==> src/rtl/curs_pkg.sv <==
package curs_pkg;
    localparam int PIX_W = 32;
    localparam int CLR_W = 24;

    typedef enum logic [1:0] {
        F_IDLE  = 2'd0,
        F_EVAL  = 2'd1,
        F_FETCH = 2'd2,
        F_DRAIN = 2'd3
    } fetch_st_t;

    typedef enum logic [1:0] {
        SEL_POS  = 2'd0,
        SEL_OFF  = 2'd1,
        SEL_CLR0 = 2'd2,
        SEL_CLR1 = 2'd3
    } reg_sel_t;
endpackage

==> src/rtl/curs_regs.sv <==
module curs_regs
    import curs_pkg::*;
#(
    parameter int ADDR_W = 27,
    parameter int XW     = 14,
    parameter int YW     = 12
) (
    input  logic              clk,
    input  logic              rst_n,
    input  logic              we,
    input  logic [1:0]        sel,
    input  logic [31:0]       wdata,
    output logic [XW-1:0]     cx,
    output logic [YW-1:0]     cy,
    output logic [ADDR_W-1:0] coff,
    output logic [CLR_W-1:0]  clr0,
    output logic [CLR_W-1:0]  clr1
);
    localparam int XLSB = 16;

    logic [XW-1:0]     pend_x;
    logic [YW-1:0]     pend_y;
    logic [ADDR_W-1:0] pend_off;
    logic              lock_q;

    always_ff @(posedge clk) begin
        if (!rst_n) begin
            pend_x   <= '0;
            pend_y   <= '0;
            pend_off <= '0;
            lock_q   <= 1'b0;
            cx       <= '0;
            cy       <= '0;
            coff     <= '0;
            clr0     <= '0;
            clr1     <= '0;
        end else begin
            if (we) begin
                unique case (reg_sel_t'(sel))
                    SEL_POS: begin
                        pend_x <= wdata[XLSB +: XW];
                        pend_y <= wdata[YW-1:0];
                        lock_q <= wdata[31];
                    end
                    SEL_OFF:  pend_off <= {wdata[ADDR_W-1:4], 4'b0000};
                    SEL_CLR0: clr0     <= wdata[CLR_W-1:0];
                    SEL_CLR1: clr1     <= wdata[CLR_W-1:0];
                endcase
            end
            if (!lock_q) begin
                cx   <= pend_x;
                cy   <= pend_y;
                coff <= pend_off;
            end
        end
    end
endmodule

==> src/rtl/curs_fetch.sv <==
module curs_fetch
    import curs_pkg::*;
#(
    parameter int ADDR_W  = 27,
    parameter int YW      = 12,
    parameter int CUR_DIM = 64
) (
    input  logic                      clk,
    input  logic                      rst_n,
    input  logic                      line_start,
    input  logic [YW-1:0]             line_y,
    input  logic                      cur_en,
    input  logic [YW-1:0]             cy,
    input  logic [YW-1:0]             vde,
    input  logic [ADDR_W-1:0]         base_off,
    input  logic [ADDR_W-1:0]         coff,
    input  logic                      mem_rvalid,
    input  logic [7:0]                mem_rdata,
    output logic                      mem_req,
    output logic [ADDR_W-1:0]         mem_addr,
    output logic                      line_ok,
    output logic [YW-1:0]             ly,
    output logic [2*CUR_DIM-1:0]      lbuf
);
    localparam int CW         = $clog2(CUR_DIM);
    localparam int LINE_BYTES = 2 * CUR_DIM / 8;
    localparam int BCW        = $clog2(LINE_BYTES);

    fetch_st_t      st_q, st_d;
    logic [CW-1:0]  rel_q;
    logic [BCW-1:0] qcnt, rcnt;
    logic [YW:0]    ydiff;
    logic           in_win;

    assign ydiff  = {1'b0, ly} - {1'b0, cy};
    assign in_win = cur_en && (ly >= cy) && (ydiff < (YW+1)'(CUR_DIM)) && (ly <= vde);

    // state register
    always_ff @(posedge clk) begin
        if (!rst_n) st_q <= F_IDLE;
        else        st_q <= st_d;
    end

    // next state
    always_comb begin
        st_d = st_q;
        if (line_start) begin
            st_d = F_EVAL;
        end else begin
            unique case (st_q)
                F_IDLE:  st_d = F_IDLE;
                F_EVAL:  st_d = in_win ? F_FETCH : F_IDLE;
                F_FETCH: st_d = (qcnt == BCW'(LINE_BYTES-1)) ? F_DRAIN : F_FETCH;
                F_DRAIN: st_d = (mem_rvalid && rcnt == BCW'(LINE_BYTES-1)) ? F_IDLE : F_DRAIN;
            endcase
        end
    end

    // outputs
    always_comb begin
        mem_req = 1'b0;
        unique case (st_q)
            F_FETCH: mem_req = 1'b1;
            default: mem_req = 1'b0;
        endcase
    end

    assign mem_addr = base_off + coff + (ADDR_W'(rel_q) << BCW) + ADDR_W'(qcnt);

    // datapath
    always_ff @(posedge clk) begin
        if (!rst_n) begin
            ly      <= '0;
            rel_q   <= '0;
            qcnt    <= '0;
            rcnt    <= '0;
            line_ok <= 1'b0;
            lbuf    <= '0;
        end else if (line_start) begin
            ly      <= line_y;
            line_ok <= 1'b0;
            qcnt    <= '0;
            rcnt    <= '0;
        end else begin
            if (st_q == F_EVAL) rel_q <= ydiff[CW-1:0];
            if (st_q == F_FETCH) qcnt <= qcnt + 1'b1;
            if (mem_rvalid && (st_q == F_FETCH || st_q == F_DRAIN)) begin
                lbuf[8*rcnt +: 8] <= mem_rdata;
                rcnt <= rcnt + 1'b1;
            end
            if (st_q == F_DRAIN && st_d == F_IDLE) line_ok <= 1'b1;
        end
    end
endmodule

==> src/rtl/curs_pix.sv <==
module curs_pix
    import curs_pkg::*;
#(
    parameter int XW      = 14,
    parameter int YW      = 12,
    parameter int CUR_DIM = 64
) (
    input  logic                 clk,
    input  logic                 rst_n,
    input  logic                 cur_en,
    input  logic                 line_ok,
    input  logic [YW-1:0]        ly,
    input  logic [XW-1:0]        cx,
    input  logic [CLR_W-1:0]     clr0,
    input  logic [CLR_W-1:0]     clr1,
    input  logic [YW-1:0]        vde,
    input  logic [XW-1:0]        hdisp,
    input  logic [2*CUR_DIM-1:0] lbuf,
    input  logic                 pix_valid,
    input  logic [XW-1:0]        scan_x,
    input  logic [YW-1:0]        scan_y,
    input  logic [PIX_W-1:0]     pix_in,
    output logic [PIX_W-1:0]     pix_out,
    output logic                 pix_out_valid
);
    localparam int CW = $clog2(CUR_DIM);

    logic [XW:0]      dx;
    logic [CW-1:0]    col, bidx;
    logic             hit, mbit, pbit;
    logic [PIX_W-1:0] pix_d;

    assign dx   = {1'b0, scan_x} - {1'b0, cx};
    assign col  = dx[CW-1:0];
    assign bidx = {col[CW-1:3], ~col[2:0]};
    assign mbit = lbuf[{1'b0, bidx}];
    assign pbit = lbuf[{1'b1, bidx}];
    assign hit  = cur_en && line_ok && (scan_y == ly) && (scan_y <= vde) &&
                  (scan_x >= cx) && (dx < (XW+1)'(CUR_DIM)) && (scan_x < hdisp);

    always_comb begin
        pix_d = pix_in;
        if (hit) begin
            unique case ({mbit, pbit})
                2'b11: pix_d = ~pix_in;
                2'b10: pix_d = pix_in;
                2'b01: pix_d = {clr1, 8'hFF};
                2'b00: pix_d = {clr0, 8'hFF};
            endcase
        end
    end

    always_ff @(posedge clk) begin
        if (!rst_n) begin
            pix_out       <= '0;
            pix_out_valid <= 1'b0;
        end else begin
            pix_out       <= pix_d;
            pix_out_valid <= pix_valid;
        end
    end
endmodule

==> src/rtl/curs_overlay.sv <==
module curs_overlay
    import curs_pkg::*;
#(
    parameter int ADDR_W  = 27,
    parameter int XW      = 14,
    parameter int YW      = 12,
    parameter int CUR_DIM = 64
) (
    input  logic              clk,
    input  logic              rst_n,
    input  logic              reg_we,
    input  logic [1:0]        reg_sel,
    input  logic [31:0]       reg_wdata,
    input  logic              cur_en,
    input  logic [ADDR_W-1:0] base_off,
    input  logic [YW-1:0]     vde,
    input  logic [XW-1:0]     hdisp,
    input  logic              line_start,
    input  logic [YW-1:0]     line_y,
    output logic              mem_req,
    output logic [ADDR_W-1:0] mem_addr,
    input  logic              mem_rvalid,
    input  logic [7:0]        mem_rdata,
    input  logic              pix_valid,
    input  logic [XW-1:0]     scan_x,
    input  logic [YW-1:0]     scan_y,
    input  logic [31:0]       pix_in,
    output logic [31:0]       pix_out,
    output logic              pix_out_valid
);
    logic [XW-1:0]        cx;
    logic [YW-1:0]        cy, ly;
    logic [ADDR_W-1:0]    coff;
    logic [CLR_W-1:0]     clr0, clr1;
    logic                 line_ok;
    logic [2*CUR_DIM-1:0] lbuf;

    curs_regs #(.ADDR_W(ADDR_W), .XW(XW), .YW(YW)) u_regs (
        .clk(clk), .rst_n(rst_n), .we(reg_we), .sel(reg_sel), .wdata(reg_wdata),
        .cx(cx), .cy(cy), .coff(coff), .clr0(clr0), .clr1(clr1)
    );

    curs_fetch #(.ADDR_W(ADDR_W), .YW(YW), .CUR_DIM(CUR_DIM)) u_fetch (
        .clk(clk), .rst_n(rst_n), .line_start(line_start), .line_y(line_y),
        .cur_en(cur_en), .cy(cy), .vde(vde), .base_off(base_off), .coff(coff),
        .mem_rvalid(mem_rvalid), .mem_rdata(mem_rdata), .mem_req(mem_req),
        .mem_addr(mem_addr), .line_ok(line_ok), .ly(ly), .lbuf(lbuf)
    );

    curs_pix #(.XW(XW), .YW(YW), .CUR_DIM(CUR_DIM)) u_pix (
        .clk(clk), .rst_n(rst_n), .cur_en(cur_en), .line_ok(line_ok), .ly(ly),
        .cx(cx), .clr0(clr0), .clr1(clr1), .vde(vde), .hdisp(hdisp), .lbuf(lbuf),
        .pix_valid(pix_valid), .scan_x(scan_x), .scan_y(scan_y), .pix_in(pix_in),
        .pix_out(pix_out), .pix_out_valid(pix_out_valid)
    );
endmodule

==> config.mk <==
export PLATFORM = sky130hd
export DESIGN_NAME = curs_overlay
export DESIGN_NICKNAME = d
export VERILOG_FILES = /design/src/rtl/curs_pkg.sv /design/src/rtl/curs_regs.sv /design/src/rtl/curs_fetch.sv /design/src/rtl/curs_pix.sv /design/src/rtl/curs_overlay.sv
export SDC_FILE = /design/constraint.sdc
export NUM_CORES = 1
export LEC_CHECK = 0
export BUFFER_PORTS_ARGS = -buffer_cell sky130_fd_sc_hd__buf_4
export CORE_ASPECT_RATIO = 0.8
export CORE_MARGIN = 8
export CORE_UTILIZATION = 45
export CTS_CLUSTER_SIZE = 25
export DETAILED_ROUTE_END_ITERATION = 12
export PLACE_DENSITY = 0.62
export SETUP_SLACK_MARGIN = 0.02
export SYNTH_ARGS = -nofsm -noshare
export SYNTH_HDL_FRONTEND = slang
export SYNTH_SLANG_ARGS = --single-unit
==> constraint.sdc <==
create_clock -name clk -period 6.3 [get_ports clk]
set_clock_uncertainty 0.1 [all_clocks]
set_input_delay 0.945 -clock clk [delete_from_list [all_inputs] [get_ports clk]]
set_output_delay 0.945 -clock clk [all_outputs]
set_load 0.01 [all_outputs]
### Yosys cells after proc, flatten, opt, wreduce, memory -nomap -nowiden

Cells that the tools add are included.

* bits in registers: 337
* input bits: 172
* output and inout bits: 61
* word-level logic and storage cells: 90

* $add $sub $neg: 8
* magnitude comparators: 9
* equal/unequal tests: 12
* shift operators: 2
* multiplexer cells: 13
* bitwise operators: 4
* reductions and logical operators: 24

Operators with widths (count)
* $bwmux W128: 1
* $pmux W32 S4: 1
* $shift A8 B34 Y128 const A: 1
* $shiftx A8 B34 Y128: 1
* $neg A7 Y34: 1
* $mux W32: 1
* $not A32 Y32: 1
* $add A27 B10 Y27: 1
* $add A27 B27 Y27: 1
* $add A27 B4 Y27: 1
* $le A12 B12 Y1: 2
* $lt A15 B7 Y1 const B: 1
* $sub A14 B14 Y15: 1
* $ge A14 B14 Y1: 1
* $lt A14 B14 Y1: 1
* $lt A13 B7 Y1 const B: 1
* $sub A12 B12 Y13: 1
* $bmux W1 S6: 2
* $eq A12 B12 Y1: 1
* $eq A2 B2 Y1 const B: 6
* $ge A12 B12 Y1: 1
* $logic_and A1 B1 Y1: 12
* $reduce_and A2 Y1: 6
* $add A4 B1 Y4 const B: 2
* 12 further kinds: 24

### Longest topological paths before layout

Gate-level depths: netlist (run 1).

* depth after elaboration: 9
* gate-level depth with buffers: 15
* gate-level depth less buffers: 13

### Hierarchy

From an unflattened synthesis (run 1), not the netlist that was laid out.

* cells, all modules: 2109
* area total of the unflattened synthesis: 19317.3 um2

By module, submodules not included
* curs_fetch: times used 1, cells an instance 1094, area each 9255.1 um2, sequential area each 3143.0 um2
* curs_regs: times used 1, cells an instance 517, area each 5441.5 um2, sequential area each 2942.8 um2
* curs_pix: times used 1, cells an instance 498, area each 4620.7 um2, sequential area each 660.6 um2

### Worst setup path before layout (run 1)

OpenSTA, ideal clock, no wires.

* path kind: input to output
* start: input port base_off[5]
* end: output port mem_addr[23]
* arrival: 3.480 ns
* required time: 5.255 ns
* setup slack: 1.775 ns
* cell stages on the path: 11
* buffers on the path: 0
* cells stage by stage: fa_1 -> ha_1 -> a21o_1 -> a21oi_1 -> nand3_1 -> a221o_1 -> a21oi_1 -> o211ai_1 -> a31o_2 -> a21oi_1 -> xnor2_1

* longest elaborated chain between the ends: 3

Ends and longest elaborated chain
* from (decl): RTL line curs_overlay.sv:15 `input logic [ADDR_W-1:0] base_off,`
* $add A27 B27 Y27: RTL line curs_fetch.sv:68 `assign mem_addr = base_off + coff + (ADDR_W'(rel_q) << BCW) + ADDR_W'(qcnt);`
* $add A27 B10 Y27: RTL line curs_fetch.sv:68
* $add A27 B4 Y27: RTL line curs_fetch.sv:68
* to (decl): RTL line curs_overlay.sv:21 `output logic [ADDR_W-1:0] mem_addr,`

Every way passes these cells.

### Final worst setup path (run 1)

* start: input port base_off[5]
* end: output port mem_addr[25]

The elaborated chain is that of the path after synthesis.

==> results of run 1 <==
## layout make-up
cell class,instances,area [um2],share of cell area [%]
well taps,544,681,3.12
multi-input cells,1537,10900,50.2
inverters,74,278,1.27
flip-flops and latches,337,6750,30.9
repair buffers,247,1880,8.63
diodes,4,10.0,0.0459
clock buffers,50,1060,4.84
clock inverters,14,219,1.00
## worst register-to-register path: stages (launching register included)
cell and delay [ps]:
dfxtp_1 350, ha_2 180, inv_1 40, fa_1 440, a211o_1 330, and2_1 170
nor2_2 550, mux4_2 460, mux2i_1 300, mux2_2 550, buf_12 250, nor2_1 70
a2111o_1 340, o2111a_1 150
## cell usage in the layout, fill, tap and decap left out, types with 8 or more instances in the layout
master and instances:
nand2_1 340, dfxtp_1 336, buf_4 244, nor2b_1 129, mux2i_1 112, ha_1 111, a21boi_0 107, and2_1 89
o21ai_0 84, inv_1 73, nor2_1 68, a21oi_1 67, mux4_2 40, clkbuf_16 38, nand2b_1 36, nor3_1 35
xnor2_1 34, nand3_1 28, and3_1 25, a2111o_1 24, o2111a_1 24, a21o_1 17, nand4_1 17, xor2_1 16
o21a_1 12, fa_1 9, o21ai_1 8, or2_1 8, a21boi_1 8
## worst paths after layout
| path | from | end |
|---|---|---|
| max | base_off[5] | mem_addr[25] |
| min | u_fetch.lbuf[1] | u_fetch.lbuf[1] |
| max reg2reg | u_regs.cx[0] | u_pix.pix_out[27] |
| min reg2reg | u_fetch.lbuf[1] | u_fetch.lbuf[1] |
## routing by layer
metal / up-vias / share of wire, % / GRT usage [%] / wire (um)
met2: 420 / 43 / 33.2 / 22800
met4: 2 / 2.0 / 5.22 / 1070
li1: 7520 / - / - / -
met3: 71 / 6.6 / 3.91 / 3470
met1: 7262 / 48 / 31.0 / 25200
met5: - / 0.025 / 0 / 13
## sequential cells by signal, indices dropped and copies added (netlist names), 4 cells and up
name and count:
u_pix.pix_out 32, u_regs.cx 14, u_fetch.lbuf 128, u_regs.clr1 24, u_fetch.qcnt 4, u_regs.clr0 24, u_fetch.ly 12, u_regs.coff 23
u_regs.pend_y 12, u_regs.pend_x 14, u_regs.cy 12, u_fetch.rcnt 4, u_fetch.rel_q 6, u_regs.pend_off 23
## power breakdown
part | internal, mW | leakage (nW) | switching (mW)
sequential | 2.18 | 2.74 | 0.0318
clock | 1.39 | 0.621 | 0.904
combinational | 0.296 | 5.51 | 0.330
## through the flow
step | total power, mW | utilization (%) | area [um2] | cells
6_report | 5.12 | 53.8 | 21800 | 2807
5_1_grt | 5.33 | 53.8 | 21800 | 2805
4_1_cts | 5.17 | 53.8 | 21800 | 2803
3_5_place_dp | 2.88 | 50.7 | 20500 | 2739
3_3_place_gp | 2.87 | 50.7 | 20500 | 2739
2_1_floorplan | 2.61 | - | 18400 | 2059
## kinds of logic after synthesis
kind of cell,synth area share (%)
compound gates,15.4
flops,36.6
mux,11.3
xor+xnor,2.47
fa+ha+maj,8.58
buf+inv,3.99
simple gates,21.6
==> reports/summary.txt, run 1 <==
# Post-CTS Setup Buffers -> 0
worst hold slack -> 361 ps
worst hold path class -> register to register
syn_nets -> 2,352
Critical Path Stages -> 13
Slew Viols, Final -> 0
Synth warnings -> 0
# setup viols final -> 0
r2r setup slk -> 1920 ps
pre-CTS setup slack -> 1170 ps
cell area after synthesis -> 18,400 um2
CTS tree -> built
Seq/Total Area, Yosys -> 36.6%
Hold Path Depth -> 2
worst-skew pair later-pin latency -> 540 ps
Least-Margin Pin Slew -> 1140 ps
share of post-route cells with drive strength above 1 -> 16.3%
startpoint types -> input port
Crit. End Element -> output pin
post-synth top area cell -> dfxtp_1
Die ar. -> 47,700 um2
global placer's final weighted congestion -> 0.889
PortBufs -> 231
Avg WL per Cell -> 18.7 um
violation count after the first detailed-route iteration -> 1,125
Mapped Avg Cell Area -> 8.95 um2
gr ovfl total -> 0
kind of critical path -> input port to output pin
worst setup margin -> 1200 ps
CTS max path bufs -> 3
overall via count from detail_route -> 15,300
first-pass GRT wire length -> 84.0 mm
Hold Vio Cnt, Final -> 0
IR drop worst, VDD -> 0.000186 V
number of global-route vias before repair -> 15,200
number of synthesized register bits -> 337
routed wire length -> 52.6 mm
# IOs -> 233
CTS resizes -> 0
Yosys top cell area share -> 36.6%
Tot GR Track Use -> 21.5%
Post-DP HPWL -> 38.3 mm
Max Clock Freq -> 0.196 GHz
Worst path slowest cell -> fa_1
most frequent cell after synthesis -> nand2_1
initial core utilization -> 45.4%
top_reg_cell synth -> dfxtp_1
DRC viols -> 0
top cells by area in the synthesized netlist -> dfxtp_1 37%, ha_1 7.6%, nand2_1 6.9%
number of nets in the layout -> 2,528
Avg Vias per Cell -> 5.44
WP data required -> 5250 ps
CP Buf/Inv Count -> 2
total negative slack -> 0 ps
Post-DRT Antenna Nets -> 0
P&R area growth vs syn -> 18.5%
cts hold-fix bufs -> 0
initial antenna violation count -> 5
Die W -> 242 um
Async S/R FF share, synth -> 0%
DR pass1 iterations -> 5
CP most frequent cell -> a21oi_1
post-route minimum period -> 5100 ps
Mapped Cells -> 2,059
CP arrival -> 4060 ps
Worst path max stage delay -> 470 ps
pin count of the biggest net entering global routing -> 139
Worst-path clk slew -> 60 ps
# rows -> 66
Yosys cell types -> 73
synth cell count leaders -> 340 x nand2_1, 337 x dfxtp_1, 129 x nor2b_1
R2R depth -> 13
clock sink total -> 337
H-tree Lvls -> 2
RSZ-0062 raised after global routing -> no
Tcrit/Tclk final -> 81.0%
core area -> 40,500 um2
Crit path max-delay family -> compound AO/OA/AOI/OAI gates
Crit Path Max Fanout -> 5
LEAKAGE -> 8.87 nW
# fillers -> 3,684
outcome -> finished, final reports clean
CTS Root Buffer Type -> clkbuf_16
Die Y -> 197 um
EDFF count, synth -> 0
number of max-cap violations -> 0
Worst slew margin -> 23.9%
pwr/cell area -> 235 nW/um2
TritonCTS Buffers -> 38
CP cell instances -> buf_4 -> fa_1 -> ha_1 -> a21o_1 -> a21oi_1 -> nand3_1 -> a221o_1 -> a21oi_1 -> o211ai_1 -> a31o_2 -> a21oi_1 -> xnor2_1 -> buf_4
(Power assumes the default switching activity.)
==> run 2, diff against run 1 <==
Clock period 6.3 ns to 4.76 ns, I/O delays scaled along.
==> run 2 against run 1 <==
Final cell count up 0.36%. Routed wire length up 0.16%. Global-route usage down 0.35 points. Worst hold slack worse by 62 ps. Total power up 30%. Register-to-register slack worse by 1200 ps. Utilization up 0.14 points. First-iteration DRC count down 2.6%. Largest cell class unchanged. Largest power group is now registers.
==> reports/summary.txt, run 2 (synthesis gave the netlist of run 1 again) <==
PortBufs -> 231 (unchanged)
pin count of the biggest net entering global routing -> 138 (-0.72%)
worst hold path class -> input port to register
Hold Vio Cnt, Final -> 0 (unchanged)
# setup viols final -> 0 (unchanged)
core area -> 40,500 um2 (unchanged)
clock sink total -> 337 (unchanged)
gr ovfl total -> 0 (unchanged)
Tcrit/Tclk final -> 94.7%
worst-skew pair later-pin latency -> 540 ps (about the same)
Least-Margin Pin Slew -> 1120 ps (-17.7 ps)
LEAKAGE -> 8.92 nW (+0.54%)
outcome -> finished, final reports clean
number of max-cap violations -> 0 (unchanged)
most common cell after layout, fill and taps aside -> nand2_1
TritonCTS Buffers -> 37 (-2.6%)
cts hold-fix bufs -> 0 (unchanged)
CTS max path bufs -> 3 (unchanged)
Crit. End Element -> output pin
Avg Vias per Cell -> 5.43 (-0.26%)
Avg WL per Cell -> 18.7 um (-0.19%)
Worst slew margin -> 25.1% (+1.3 points)
number of global-route vias before repair -> 15,000 (-1.3%)
# rows -> 66 (unchanged)
top flop regs -> u_fetch.lbuf: 128 flops, u_pix.pix_out: 32 flops
global placer's final weighted congestion -> 0.877 (-1.3%)
kind of critical path -> register to output pin
CTS Root Buffer Type -> clkbuf_16
Tot GR Track Use -> 21.2% (-0.35 points)
CP arrival -> 3690 ps (-370 ps)
Cell Count, Final, Fillers Out -> 2,817 (+0.36%)
Cells after DPL -> 2,745 (+0.22%)
Slew Viols, Final -> 0 (unchanged)
WP data required -> 3950 ps (-1300 ps)
DR pass1 iterations -> 6 (+1)
routed wire length -> 52.6 mm (+0.16%)
Die ar. -> 47,700 um2 (unchanged)
Post-DP HPWL -> 38.7 mm (+0.87%)
RSZ-0062 raised after global routing -> no
startpoint types -> register
most frequent cells in the layout -> 340 x nand2_1, 336 x dfxtp_1, 249 x buf_4, 129 x nor2b_1, 112 x mux2i_1
violation count after the first detailed-route iteration -> 1,096 (-2.6%)
share of post-route cells with drive strength above 1 -> 16.7% (+0.36 points)
IR drop worst, VDD -> 0.000206 V (+11%)
H-tree Lvls -> 2 (unchanged)
DRC viols -> 0 (unchanged)
initial core utilization -> 45.4% (unchanged)
Post-DRT Antenna Nets -> 0 (unchanged)
max reg flops -> 128 (unchanged)
Die W -> 242 um (unchanged)
P&R area growth vs syn -> 18.8%
CTS tree -> built
# IOs -> 233 (unchanged)
Reg with most FFs -> u_fetch.lbuf
post-route minimum period -> 4510 ps
number of nets in the layout -> 2,535 (+0.28%)
Worst-path clk slew -> 60 ps (about the same)
Die Y -> 197 um (unchanged)
final core occ -> 54.0% (+0.14 points)
Crit Path Max Fanout -> 4 (-1)
total negative slack -> 0 ps (unchanged)
Max Clock Freq -> 0.222 GHz
# fillers -> 3,760 (+2.1%)
overall via count from detail_route -> 15,300 (+0.098%)
initial antenna violation count -> 4 (-1)
pwr/cell area -> 305 nW/um2 (+30%)
first-pass GRT wire length -> 82.5 mm (-1.8%)
[run 2: changes by cell type in the layout (fill, tap and decap cells not counted), sizes merged]
cell / change
clkinvlp: -2
inv: -1
bufinv: -2
buf: +8
clkbuf: +2
diode: -1
clkinv: +6
[run 2: worst max-delay path: stages, from the launching register on]
cell and delay (ps):
dfxtp_1 410, ha_1 290, ha_1 310, a21o_1 180, a21o_1 190, a21oi_1 170, o21ai_0 140, a41o_1 300
a211oi_1 510, o31ai_1 180, a21oi_1 200, xnor2_1 140, buf_4 140
[run 2: what timing repair did]
item	CTS	global route
setup endpoints to repair	0	2
resized for setup	0	1
buffers inserted	0	2
[run 2: report_power, final]
part	leakage (nW)	switching (mW)	total (mW)	internal, mW
clock network	0.612	1.20	2.92	1.72
registers	2.74	0.0404	2.92	2.88
logic	5.57	0.440	0.837	0.397
total	8.92	1.68	6.67	4.99
[run 2: worst paths after layout]
path                                       endpoint       startpoint  cells after the start  slack (ps)
worst min-delay path            u_pix.pix_out_valid        pix_valid                      2         300
worst max-delay path                   mem_addr[24]  u_fetch.qcnt[2]                     12         250
worst max register to register    u_pix.pix_out[27]     u_regs.cx[0]                     13         770
worst min register to register       u_regs.clr1[5]   u_regs.clr1[5]                      2         360
[run 2: through the flow]
step	power, mW	hold slack [ps]	instance area (um2)	worst slack [ps]
finish	6.67	299	21900	251
global route	6.95	281	21900	49.1
CTS	6.74	283	21900	64.2
detailed placement	3.82	357	20600	168
global placement	3.80	349	20600	193
floorplan	3.45	337	18400	697
[run 2: cell type report]
type / instances / area, um2 / share of cell area (%)
diodes: 3 / 7.51 / 0.0343
clock buffers: 52 / 1050 / 4.81
clock inverters: 15 / 180 / 0.823
inverters: 74 / 278 / 1.27
multi-input cells: 1537 / 11000 / 50.1
flip-flops and latches: 337 / 6750 / 30.8
well taps: 544 / 681 / 3.11
repair buffers: 255 / 1980 / 9.05
[run 2: metal layers]
layer,share of wire (%),wire length [um],GRT usage (%),up-vias
met5,0.028,15,0,-
met4,1.7,880,5.29,2
met2,44,23000,32.8,388
met1,48,25400,30.0,7290
met3,6.4,3380,4.25,69
li1,-,-,-,7541
==> run 3, diff against run 2 <==
Clock period 4.76 ns to 5.1 ns, I/O delays scaled along.
==> run 3 against run 2 <==
First-iteration DRC count increased by 4.3%. Routed wire length increased by 0.50%. Register-to-register slack improved by 380 ps. Final cell count decreased by 0.25%. Sequential cell count unchanged. Sequential power decreased by 7%. Clock-buffer cell count unchanged. Critical endpoint is now mem_addr[23]. Largest cell class unchanged. Largest power group is now the clock network.
==> reports/summary.txt, run 3 (synthesis gave the netlist of run 1 again) <==
outcome -> finished, final reports clean
number of nets in the layout -> 2,529 (-0.24%)
CP most frequent cell -> a21oi_1
Switching Share -> 24.5% (-0.68 points)
register area -> 6750 um2 (unchanged)
kind of critical path -> input port to output pin
clock sink total -> 337 (unchanged)
P&R area growth vs syn -> 19.0%
Die W -> 242 um (unchanged)
Die Y -> 197 um (unchanged)
share of post-route cells with drive strength above 1 -> 16.5% (-0.14 points)
LEAKAGE -> 8.93 nW (about the same)
cts hold-fix bufs -> 0 (unchanged)
Crit path max-delay family -> compound AO/OA/AOI/OAI gates
gr ovfl total -> 0 (unchanged)
post-route minimum period -> 4680 ps
H-tree Lvls -> 2 (unchanged)
Hold Vio Cnt, Final -> 0 (unchanged)
RSZ-0062 raised after global routing -> no
Reg with most FFs -> u_fetch.lbuf
CP arrival -> 3820 ps (+130 ps)
core area -> 40,500 um2 (unchanged)
Internal -> 4.85 mW (-2.9%)
max reg flops -> 128 (unchanged)
DRC viols -> 0 (unchanged)
Comb power frac -> 12.1% (-0.4 points)
Cell Count, Final, Fillers Out -> 2,810 (-0.25%)
most common cell after layout, fill and taps aside -> nand2_1
Hold EP -> u_pix.pix_out_valid
# setup viols final -> 0 (unchanged)
TritonCTS Buffers -> 38 (+2.7%)
R2R depth -> 13 (unchanged)
Post-DRT Antenna Nets -> 0 (unchanged)
Crit Path Max Fanout -> 5 (+1)
worst hold path class -> input port to register
Worst path max stage delay -> 470 ps (-40 ps)
Avg WL per Cell -> 18.8 um (+0.75%)
IR drop worst, VDD -> 0.000241 V (+17%)
Tot GR Track Use -> 21.2% (+0.053 points)
# rows -> 66 (unchanged)
violation count after the first detailed-route iteration -> 1,143 (+4.3%)
Least-Margin Pin Slew -> 1180 ps (+57.0 ps)
sequential power share -> 42.5% (-1.3 points)
CTS max path bufs -> 3 (unchanged)
initial antenna violation count -> 2 (-2)
worst hold slack -> 346 ps (+47.2 ps)
Slew Viols, Final -> 0 (unchanged)
Tcrit/Tclk final -> 91.8%
CTS tree -> built
total negative slack -> 0 ps (unchanged)
overall via count from detail_route -> 15,300 (-0.16%)
r2r setup slk -> 1150 ps (+380 ps)
min-delay src -> pix_valid
Net Sw Power -> 1.57 mW (-6.4%)
global placer's final weighted congestion -> 0.896 (+2.1%)
PortBufs -> 231 (unchanged)
initial core utilization -> 45.4% (unchanged)
FF-to-FF Start -> u_regs.cx[0]
area occupied by multi-input gates -> 10,900 um2 (about the same)
# IOs -> 233 (unchanged)
number of global-route vias before repair -> 15,000 (-0.027%)
routed wire length -> 52.9 mm (+0.50%)
Avg Vias per Cell -> 5.43 (about the same)
CP Buf/Inv Count -> 2 (+1)
# Post-CTS Setup Buffers -> 0 (unchanged)
# fillers -> 3,694 (-1.8%)
Worst slew margin -> 21.5% (-3.6 points)
startpoint types -> input port
worst-skew pair later-pin latency -> 530 ps (about the same)
Max Clock Freq -> 0.214 GHz
top flop regs -> u_fetch.lbuf: 128 flops, u_pix.pix_out: 32 flops
WP data required -> 4240 ps (+290 ps)
pin count of the biggest net entering global routing -> 139 (+0.72%)
Post-DP HPWL -> 38.3 mm (-0.99%)
Die ar. -> 47,700 um2 (unchanged)
most frequent cells in the layout -> 340 x nand2_1, 336 x dfxtp_1, 242 x buf_4, 129 x nor2b_1, 112 x mux2i_1
Crit. End Element -> output pin
power share of the clock group -> 45.4% (+1.7 points)
Worst-path clk slew -> 60 ps (about the same)
CTS Root Buffer Type -> clkbuf_16
CTS resizes -> 0 (unchanged)
DR pass1 iterations -> 5 (-1)
Worst path slowest cell -> fa_1
first-pass GRT wire length -> 82.7 mm (+0.28%)
Reg-to-Reg End -> u_pix.pix_out[14]
CP cell instances -> buf_4 -> fa_1 -> ha_1 -> a21o_1 -> a21oi_1 -> nand3_1 -> a221o_1 -> a21oi_1 -> o211ai_1 -> a31o_2 -> a21oi_1 -> xnor2_1 -> buf_4
pwr/cell area -> 293 nW/um2 (-4.0%)
number of max-cap violations -> 0 (unchanged)
Hold Path Depth -> 2 (unchanged)
Cells after DPL -> 2,740 (-0.18%)
## run 3: cell count changes in the layout (fill, tap and decap cells not counted), sizes merged
cell,delta
buf,-7
diode,-2
clkinv,-3
bufinv,+2
clkinvlp,+3
## run 3: per-stage QoR
step,utilization (%),setup WS (ps),power [mW],cell area [um2]
finish,54.1,418,6.42,21900
global route,54.1,176,6.68,21900
CTS,54.1,421,6.48,21900
detailed placement,50.8,450,3.56,20600
global placement,50.8,426,3.55,20600
floorplan,-,935,3.22,18400
## run 3: power by group through the flow
| stage | logic, mW | clock network, mW | registers [mW] |
|---|---|---|---|
| detailed placement | 0.773 | 0 | 2.79 |
| global placement | 0.761 | 0 | 2.78 |
| finish | 0.778 | 2.92 | 2.73 |
| CTS | 0.778 | 2.98 | 2.73 |
| floorplan | 0.448 | 0 | 2.78 |
| global route | 0.852 | 3.09 | 2.73 |
## run 3: worst max path at each step
stage,from,end,slack (ps),depth (start not counted)
after floorplan,base_off[5],mem_addr[23],930,11
after global placement,base_off[5],mem_addr[23],430,13
after detailed placement,base_off[5],mem_addr[23],450,13
after CTS,u_fetch.qcnt[1],mem_addr[23],420,13
after global routing,u_regs.coff[5],mem_addr[23],180,12
final,base_off[5],mem_addr[23],420,13
## run 3: routing by layer
metal	GRT usage (%)	wire length, um	vias to the layer above
met2	33.0	23200	431
met1	30.0	25100	7251
met5	0	13	-
met4	5.04	928	2
li1	-	-	7514
met3	4.45	3690	67
## run 3: area by class of cell
type	count	area share (%)
timing repair buffer	248	8.79
clock buffer	52	5.10
sequential	337	30.8
tap	544	3.10
antenna	1	0.0114
inverter	74	1.27
clock inverter	17	1.03
multi-input combinational	1537	49.9
